--- config.mk ---
export PLATFORM = sky130hd
export DESIGN_NAME = tap_link_ctrl
export DESIGN_NICKNAME = d
export VERILOG_FILES = /design/src/rtl/tap_pkg.sv /design/src/rtl/tap_fsm.sv /design/src/rtl/tap_ir.sv /design/src/rtl/tap_dr.sv /design/src/rtl/tap_link_ctrl.sv
export SDC_FILE = /design/constraint.sdc
export NUM_CORES = 1
export LEC_CHECK = 0
export BUFFER_PORTS_ARGS = -buffer_cell sky130_fd_sc_hd__buf_2
export CORE_UTILIZATION = 39
export DETAILED_ROUTE_END_ITERATION = 6
export RECOVER_POWER = 50
export SLEW_MARGIN = 20
export SYNTH_ARGS = -nofsm -noshare
export SYNTH_HDL_FRONTEND = slang
export SYNTH_SLANG_ARGS = --single-unit
--- constraint.sdc ---
create_clock -name test_clk -period 1.7 [get_ports test_clk]
set_input_delay 0.085 -clock test_clk [delete_from_list [all_inputs] [get_ports test_clk]]
set_output_delay 0.085 -clock test_clk [all_outputs]
set_load 0.03 [all_outputs]
--- src/rtl/tap_pkg.sv ---
package tap_pkg;
  typedef enum logic [3:0] {
    ST_RESET, ST_IDLE,
    ST_SEL_DR, ST_CAP_DR, ST_SH_DR, ST_EX1_DR, ST_PAU_DR, ST_EX2_DR, ST_UPD_DR,
    ST_SEL_IR, ST_CAP_IR, ST_SH_IR, ST_EX1_IR, ST_PAU_IR, ST_EX2_IR, ST_UPD_IR
  } tap_st_e;

  function automatic tap_st_e tap_next(input tap_st_e s, input logic m);
    tap_st_e n;
    case (s)
      ST_RESET:  n = m ? ST_RESET  : ST_IDLE;
      ST_IDLE:   n = m ? ST_SEL_DR : ST_IDLE;
      ST_SEL_DR: n = m ? ST_SEL_IR : ST_CAP_DR;
      ST_CAP_DR: n = m ? ST_EX1_DR : ST_SH_DR;
      ST_SH_DR:  n = m ? ST_EX1_DR : ST_SH_DR;
      ST_EX1_DR: n = m ? ST_UPD_DR : ST_PAU_DR;
      ST_PAU_DR: n = m ? ST_EX2_DR : ST_PAU_DR;
      ST_EX2_DR: n = m ? ST_UPD_DR : ST_SH_DR;
      ST_UPD_DR: n = m ? ST_SEL_DR : ST_IDLE;
      ST_SEL_IR: n = m ? ST_RESET  : ST_CAP_IR;
      ST_CAP_IR: n = m ? ST_EX1_IR : ST_SH_IR;
      ST_SH_IR:  n = m ? ST_EX1_IR : ST_SH_IR;
      ST_EX1_IR: n = m ? ST_UPD_IR : ST_PAU_IR;
      ST_PAU_IR: n = m ? ST_EX2_IR : ST_PAU_IR;
      ST_EX2_IR: n = m ? ST_UPD_IR : ST_SH_IR;
      ST_UPD_IR: n = m ? ST_SEL_DR : ST_IDLE;
      default:   n = ST_RESET;
    endcase
    return n;
  endfunction
endpackage

--- src/rtl/tap_fsm.sv ---
module tap_fsm
  import tap_pkg::*;
(
  input  logic    clk,
  input  logic    rst_n,
  input  logic    en,
  input  logic    mode,
  output tap_st_e st
);
  always_ff @(posedge clk or negedge rst_n) begin
    if (!rst_n)  st <= ST_RESET;
    else if (en) st <= tap_next(st, mode);
  end
endmodule

--- src/rtl/tap_ir.sv ---
module tap_ir
  import tap_pkg::*;
#(
  parameter int IR_W = 4,
  parameter logic [IR_W-1:0] RESET_OP = 1
) (
  input  logic            clk,
  input  logic            rst_n,
  input  logic            en,
  input  logic            din,
  input  tap_st_e         st,
  output logic [IR_W-1:0] ir_sr,
  output logic [IR_W-1:0] ir_cur,
  output logic            link_act
);
  localparam logic [IR_W-1:0] CAP_PAT = IR_W'(2'b01);

  always_ff @(posedge clk or negedge rst_n) begin
    if (!rst_n) ir_sr <= CAP_PAT;
    else if (en) begin
      if (st == ST_CAP_IR)     ir_sr <= CAP_PAT;
      else if (st == ST_SH_IR) ir_sr <= {din, ir_sr[IR_W-1:1]};
    end
  end

  always_ff @(negedge clk or negedge rst_n) begin
    if (!rst_n) begin
      ir_cur   <= RESET_OP;
      link_act <= 1'b0;
    end else if (st == ST_RESET) begin
      ir_cur   <= RESET_OP;
      link_act <= 1'b0;
    end else if (st == ST_UPD_IR) begin
      ir_cur   <= ir_sr;
      link_act <= (ir_sr[IR_W-1:IR_W-3] == 3'b100);
    end
  end
endmodule

--- src/rtl/tap_dr.sv ---
module tap_dr
  import tap_pkg::*;
#(
  parameter int IR_W = 4,
  parameter int ID_W = 32,
  parameter bit HAS_ID = 1'b1,
  parameter logic [ID_W-1:0] ID_VAL = '1,
  parameter logic [IR_W-1:0] ID_OP = 1
) (
  input  logic            clk,
  input  logic            rst_n,
  input  logic            en,
  input  logic            din,
  input  tap_st_e         st,
  input  logic [IR_W-1:0] ir_cur,
  output logic            dr_bit
);
  logic byp_q;

  always_ff @(posedge clk or negedge rst_n) begin
    if (!rst_n) byp_q <= 1'b0;
    else if (en) begin
      if (st == ST_CAP_DR)     byp_q <= 1'b0;
      else if (st == ST_SH_DR) byp_q <= din;
    end
  end

  generate
    if (HAS_ID) begin : g_id
      logic [ID_W-1:0] id_sr;
      always_ff @(posedge clk or negedge rst_n) begin
        if (!rst_n) id_sr <= ID_VAL;
        else if (en) begin
          if (st == ST_CAP_DR)     id_sr <= ID_VAL;
          else if (st == ST_SH_DR) id_sr <= {din, id_sr[ID_W-1:1]};
        end
      end
      assign dr_bit = (ir_cur == ID_OP) ? id_sr[0] : byp_q;
    end else begin : g_noid
      assign dr_bit = byp_q;
    end
  endgenerate
endmodule

--- src/rtl/tap_link_ctrl.sv ---
module tap_link_ctrl
  import tap_pkg::*;
#(
  parameter int IR_W = 4,
  parameter int ID_W = 32,
  parameter bit HAS_ID = 1'b1,
  parameter logic [ID_W-1:0] ID_VAL = 32'h1A5C_3E2B
) (
  input  logic test_clk,
  input  logic tap_rst_n,
  input  logic mode_sel,
  input  logic data_in,
  input  logic chain_en,
  output logic data_out,
  output logic data_out_vld,
  output logic chain_instr_act
);
  localparam logic [IR_W-1:0] ID_OP  = IR_W'(1);
  localparam logic [IR_W-1:0] BYP_OP = '1;
  localparam logic [IR_W-1:0] RST_OP = HAS_ID ? ID_OP : BYP_OP;

  tap_st_e         st;
  logic [IR_W-1:0] ir_sr, ir_cur;
  logic            dr_bit;

  tap_fsm u_fsm (
    .clk(test_clk), .rst_n(tap_rst_n), .en(chain_en), .mode(mode_sel), .st(st)
  );

  tap_ir #(.IR_W(IR_W), .RESET_OP(RST_OP)) u_ir (
    .clk(test_clk), .rst_n(tap_rst_n), .en(chain_en), .din(data_in), .st(st),
    .ir_sr(ir_sr), .ir_cur(ir_cur), .link_act(chain_instr_act)
  );

  tap_dr #(.IR_W(IR_W), .ID_W(ID_W), .HAS_ID(HAS_ID), .ID_VAL(ID_VAL), .ID_OP(ID_OP)) u_dr (
    .clk(test_clk), .rst_n(tap_rst_n), .en(chain_en), .din(data_in), .st(st),
    .ir_cur(ir_cur), .dr_bit(dr_bit)
  );

  always_ff @(negedge test_clk or negedge tap_rst_n) begin
    if (!tap_rst_n) begin
      data_out     <= 1'b0;
      data_out_vld <= 1'b0;
    end else begin
      case (st)
        ST_SH_DR: begin data_out <= dr_bit;   data_out_vld <= 1'b1; end
        ST_SH_IR: begin data_out <= ir_sr[0]; data_out_vld <= 1'b1; end
        default:  begin data_out <= 1'b0;     data_out_vld <= 1'b0; end
      endcase
    end
  end
endmodule

==> results.toml, run 1 <==
[floorplan]
die-area_um2 = 6017
die_h_um = 77.57
ios = 8
initial_utilization = 0.4045
core_area_um2 = 5507
chipWidth_um = 77.57
rows = 27

[synthesis]
syn_nets = 250
synth.largest_area_cell = "dfrtp_1"
synth_seq_cells = 47
async_flop_share = 1.000
synthDistinctLibCells = 35
synth_edf_count = 0
synth_common_cells = "nand2_1, o21ai_0, dfrtp_1, nor2_1, dfstp_2"
yosys_most_used_dff = "dfrtp_1"
synthesis.instances = 245
synth_top_area_frac = 0.2584
synthTopCellsByArea = "dfrtp_1, dfstp_2, nand2_1"
yosysMostFrequentCell = "nand2_1"
ys_seq_area_frac = 0.5382
ys_warn_count = 0
syn_area_um2 = 2227
synth.avg_cell_area_um2 = 9.090

[clock_tree]
htree_levels = 2
cts_buffers = 5
clock-sinks = 47
clk_path_buf_depth = 2
path_clk_slew_ps = 90
clk_latency_ps = 350
cts_tree = "yes"
cts_root_buf = "clkbuf_8"

[critical_path]
cp-start-kind = "flop"
crit_type = "reg -> reg"
cp_slowest_stage_delay_ps = 440
worst_path_max_delay_cell = "or3_4"
path_cells = "or3_4 -> a21oi_2 -> nor3_1"
crit_path_max_fanout = 5
critPathRequiredTime_ps = 1000
arrival_ps = 1320
crit_path_end_kind = "flop"

[placed_design]
place.gp.congestion = 0.7045
dp_hpwl_mm = 2.645
dp_cells = 320
postPlaceCellArea_um2 = 2359
port_buffers = 7
dp_slack_ps = -297.7

[route]
ant_nets = 0
wl_per_cell_um = 12.04
first_iter_violations = 85
vias_per_cell = 4.934
drt-total-wl_mm = 3.996
drt_pass1_iterations = 4
drcViolationCount = 0
vias = 1638

[timing]
fin_skew_ps = 60.92
grt_setup_unrepaired = "true"
hold_violations = 0
worst_pin_slew_ps = 774.6
fin_ws_ps = -311.5
setup_tns_ps = -2068
maxSlewViolCount = 0
setup_violations = 13
relSlewSlack = 0.4836

[final_layout]
drive_above_1_share = 0.2231
diodes = 0
final_cells = 332
synthToLayoutAreaGrowth_pct = 12.36
fin_nets = 264
post-route-cell-area_um2 = 2502
fin_util = 0.4544
fillers = 530

[power]
vdd_drop_max_mv = 0.5088
p_leak_uw = 0.001034
power_density_nw_per_um2 = 1666

[global_route]
grt_max_degree = 43
track_usage = 0.1525
grt_pass1_wl_mm = 7.245
gr-total-overflow = 0
grt_pass1_vias = 1552
antenna_found_initial = 0

[status]
violations = "setup timing"
outcome = "finished, violations left"

[min_path]
hold_path.class = "in -> reg"

[job]
cap_violations = 0
[state kept, by name, summed over array words and instances (netlist names)]
name / flops
u_fsm.st: 4
u_ir.ir_cur: 4
data_out_vld: 1
data_out: 1
u_dr.g_id.id_sr: 31
u_ir.link_act: 1
u_dr.byp_q: 1
u_ir.ir_sr: 4
[final timing paths]
check | start | end | slack, ps | depth (start not counted)
max | u_fsm.st[2] | u_ir.link_act | -310 | 3
min | data_in | u_dr.byp_q | 40 | 3
max reg2reg | u_fsm.st[2] | u_ir.link_act | -310 | 3
min reg2reg | u_dr.g_id.id_sr[27] | u_dr.g_id.id_sr[27] | 470 | 2
max in group asynchronous | tap_rst_n | u_ir.link_act | -20 | 3
min in group asynchronous | tap_rst_n | u_ir.ir_sr[0] | 440 | 2
[power breakdown]
part	internal, uW	switching, uW
sequential	1640	234
clock	292	393
combinational	682	927
[stage by stage]
step | hold slack [ps] | total power, uW
after floorplan | -210.6 | 3155
after global placement | 119.9 | 3397
after detailed placement | 118.4 | 3443
after CTS | 39.17 | 4170
after global routing | 50.56 | 4539
final | 42.66 | 4168
[critical path, delay by kind of cell (launching register included)]
family	cells	cell delay [ps]
simple gates	2	490
flops	1	400
compound gates	1	130
[cells by family after synthesis]
family / share of synthesized area
compound gates: 0.1702
xor+xnor: 0.003933
buf+inv: 0.07079
flops: 0.5382
mux: 0.004495
simple gates: 0.2124
[cell type report]
type                       instances  area, um2  share of cell area
clock buffer                       5      68.82             0.02750
clock inverter                     4      22.52            0.009000
tap                               72      90.09             0.03600
sequential                        47       1199              0.4790
inverter                           5      18.77            0.007500
multi-input combinational        174      899.6              0.3595
timing repair buffer              25      203.9             0.08150
[what timing repair did]
action                     CTS  global route
pin swaps                    1             1
setup endpoints to repair   10            26
hold endpoints to repair    24             0
buffers inserted             1             2
resized for setup            7             2
hold buffers                 1             0
[per-layer routing]
| metal | global-route usage | wire [um] |
|---|---|---|
| met5 | 0 | 0 |
| met4 | 0.06226 | 25 |
| met3 | 0.04000 | 108 |
| met2 | 0.2186 | 1742 |
| met1 | 0.2173 | 2120 |
[placed cells by master, fill, tap and decap left out, drive strengths merged, types with 3 or more instances in the layout]
cell type  instances
a21oi             10
buf               21
clkbuf             8
dfrtn              6
dfrtp             23
dfstp             18
inv                7
nand2             60
nand2b             3
nand4b             3
nor2              23
nor3               3
nor4               3
o21ai             44
o22ai              4
Power figures use the tool's default switching activity.
==> inputs of run 2 (changes only) <==
BUFFER_PORTS_ARGS = -buffer_cell sky130_fd_sc_hd__buf_4   (was -buffer_cell sky130_fd_sc_hd__buf_2)
==> results.toml, run 2 (synthesis gave the netlist of run 1 again) <==
[global_route]
antenna_found_initial = 0
gr-total-overflow = 0
grt_pass1_wl_mm = 7.189
track_usage = 0.1514
grt_pass1_vias = 1549
grt_max_degree = 37

[placed_design]
place.gp.congestion = 0.7955
dp_hpwl_mm = 2.602
dp_slack_ps = -318.3
port_buffers = 7
postPlaceCellArea_um2 = 2404

[final_layout]
drive_above_1_share = 0.2299
largest_reg_flops = 31
post-route-cell-area_um2 = 2537
synthToLayoutAreaGrowth_pct = 13.93
fin_nets = 265
diodes = 0
mostFrequentLayoutCell = "nand2_1"
top_register = "u_dr.g_id.id_sr"
final_cell_mix = "nand2_1, o21ai_0, nor2_1, dfrtp_1"

[clock_tree]
clk_latency_ps = 350
cts_root_buf = "clkbuf_8"
clock-sinks = 47
clk_path_buf_depth = 2
path_clk_slew_ps = 80
cts_buffers = 5
cts_tree = "yes"
htree_levels = 2

[critical_path]
path_cells = "or3_4 -> a21oi_2 -> nor2_1"
crit_path_start = "u_fsm.st[3]"
crit_cells = 3
worst-r2r-setup-slack_ps = -320
critPathRequiredTime_ps = 1000
critPathBufInv = 0
critical_path.top_delay_family = "simple AND/OR/NAND/NOR gates"
cp_slowest_stage_delay_ps = 440
crit_path_end_kind = "flop"
r2r-start = "u_fsm.st[3]"
cp-start-kind = "flop"
crit_type = "reg -> reg"
arrival_ps = 1320
r2r_end = "u_ir.ir_cur[1]"
endpoint = "u_ir.ir_cur[1]"
crit_path_max_fanout = 5
rr_worst_depth = 3
worst_path_max_delay_cell = "or3_4"

[timing]
maxSlewViolCount = 0
fin_skew_ps = 61.51
setup_violations = 10
hold_violations = 0
relSlewSlack = 0.5969
grt_setup_unrepaired = "true"
fin_hold_ws_ps = 45.31
worst_pin_slew_ps = 604.6
fin_ws_ps = -317.1

[floorplan]
rows = 27
initial_utilization = 0.4045
chipWidth_um = 77.57
ios = 8
die_h_um = 77.57
core_area_um2 = 5507
die-area_um2 = 6017

[job]
cap_violations = 0

[power]
vdd_drop_max_mv = 0.5547
power_frac_clock = 0.167
power_switching_uw = 1526
power_density_nw_per_um2 = 1658
comb_power_share = 0.387
finalPower_uw = 4206
p_leak_uw = 0.001058
seqPwrFrac = 0.446
switching_share = 0.3629
p_int_uw = 2680

[route]
ant_nets = 0
drcViolationCount = 0
drt_pass1_iterations = 4
first_iter_violations = 103
wl_per_cell_um = 11.92
drt-total-wl_mm = 3.971
vias = 1650
vias_per_cell = 4.955

[status]
violations = "setup timing"
outcome = "finished, violations left"

[min_path]
hold_path.class = "in -> reg"
[run 2: cell types whose count changed in the layout (fill, tap and decap cells not counted), sizes merged]
cell	before	now
clkinvlp	1	0
inv	7	6
buf	21	24
[run 2: power groups by stage]
stage               combinational (uW)  clock (uW)  sequential (uW)
finish                            1630         702             1880
global placement                  1580        7.36             1890
detailed placement                1600        7.36             1900
CTS                               1640         730             1880
floorplan                         1270        7.36             1880
global route                      1870         763             1940
[run 2: stage by stage]
stage	instances	util	setup TNS, ps
after floorplan	245	-	-2176
after global placement	322	0.4365	-1799
after detailed placement	322	0.4365	-1910
after CTS	333	0.4597	-2185
after global routing	333	0.4608	-2680
final	333	0.4608	-2159
[run 2: worst min path at each step]
stage,start,to,depth (start not counted)
floorplan,tap_rst_n,u_dr.byp_q,0
global placement,tap_rst_n,u_dr.g_id.id_sr[26],1
detailed placement,tap_rst_n,u_dr.g_id.id_sr[26],1
CTS,data_in,u_dr.byp_q,3
global route,data_in,u_dr.byp_q,3
finish,data_in,u_dr.byp_q,3
[run 2: worst min-delay path: stages]
cell     delay, ps
buf_4          120
nand2_1         50
o21ai_1         50
[run 2: repair_timing]
item,CTS,global route
setup buffers,2,0
hold buffers,1,0
pin swaps,1,0
resized for setup,3,2
setup endpoints to repair,10,26
hold endpoints to repair,15,0
[run 2: area by class of cell]
class                      instances  area, um2
tap                               72      90.09
inverter                           5      18.77
clock buffer                       7      86.33
fill                             537       2969
sequential                        47       1199
timing repair buffer              26      235.2
multi-input combinational        174      899.6
clock inverter                     2      8.758
[run 2: routing by layer]
layer | vias to the layer above | part of all wire | global-route usage
li1 | 855 | - | -
met1 | 777 | 0.51 | 0.2073
met2 | 14 | 0.45 | 0.2301
met3 | 4 | 0.016 | 0.02824
met4 | 0 | 0.020 | 0.07358
met5 | - | 0 | 0
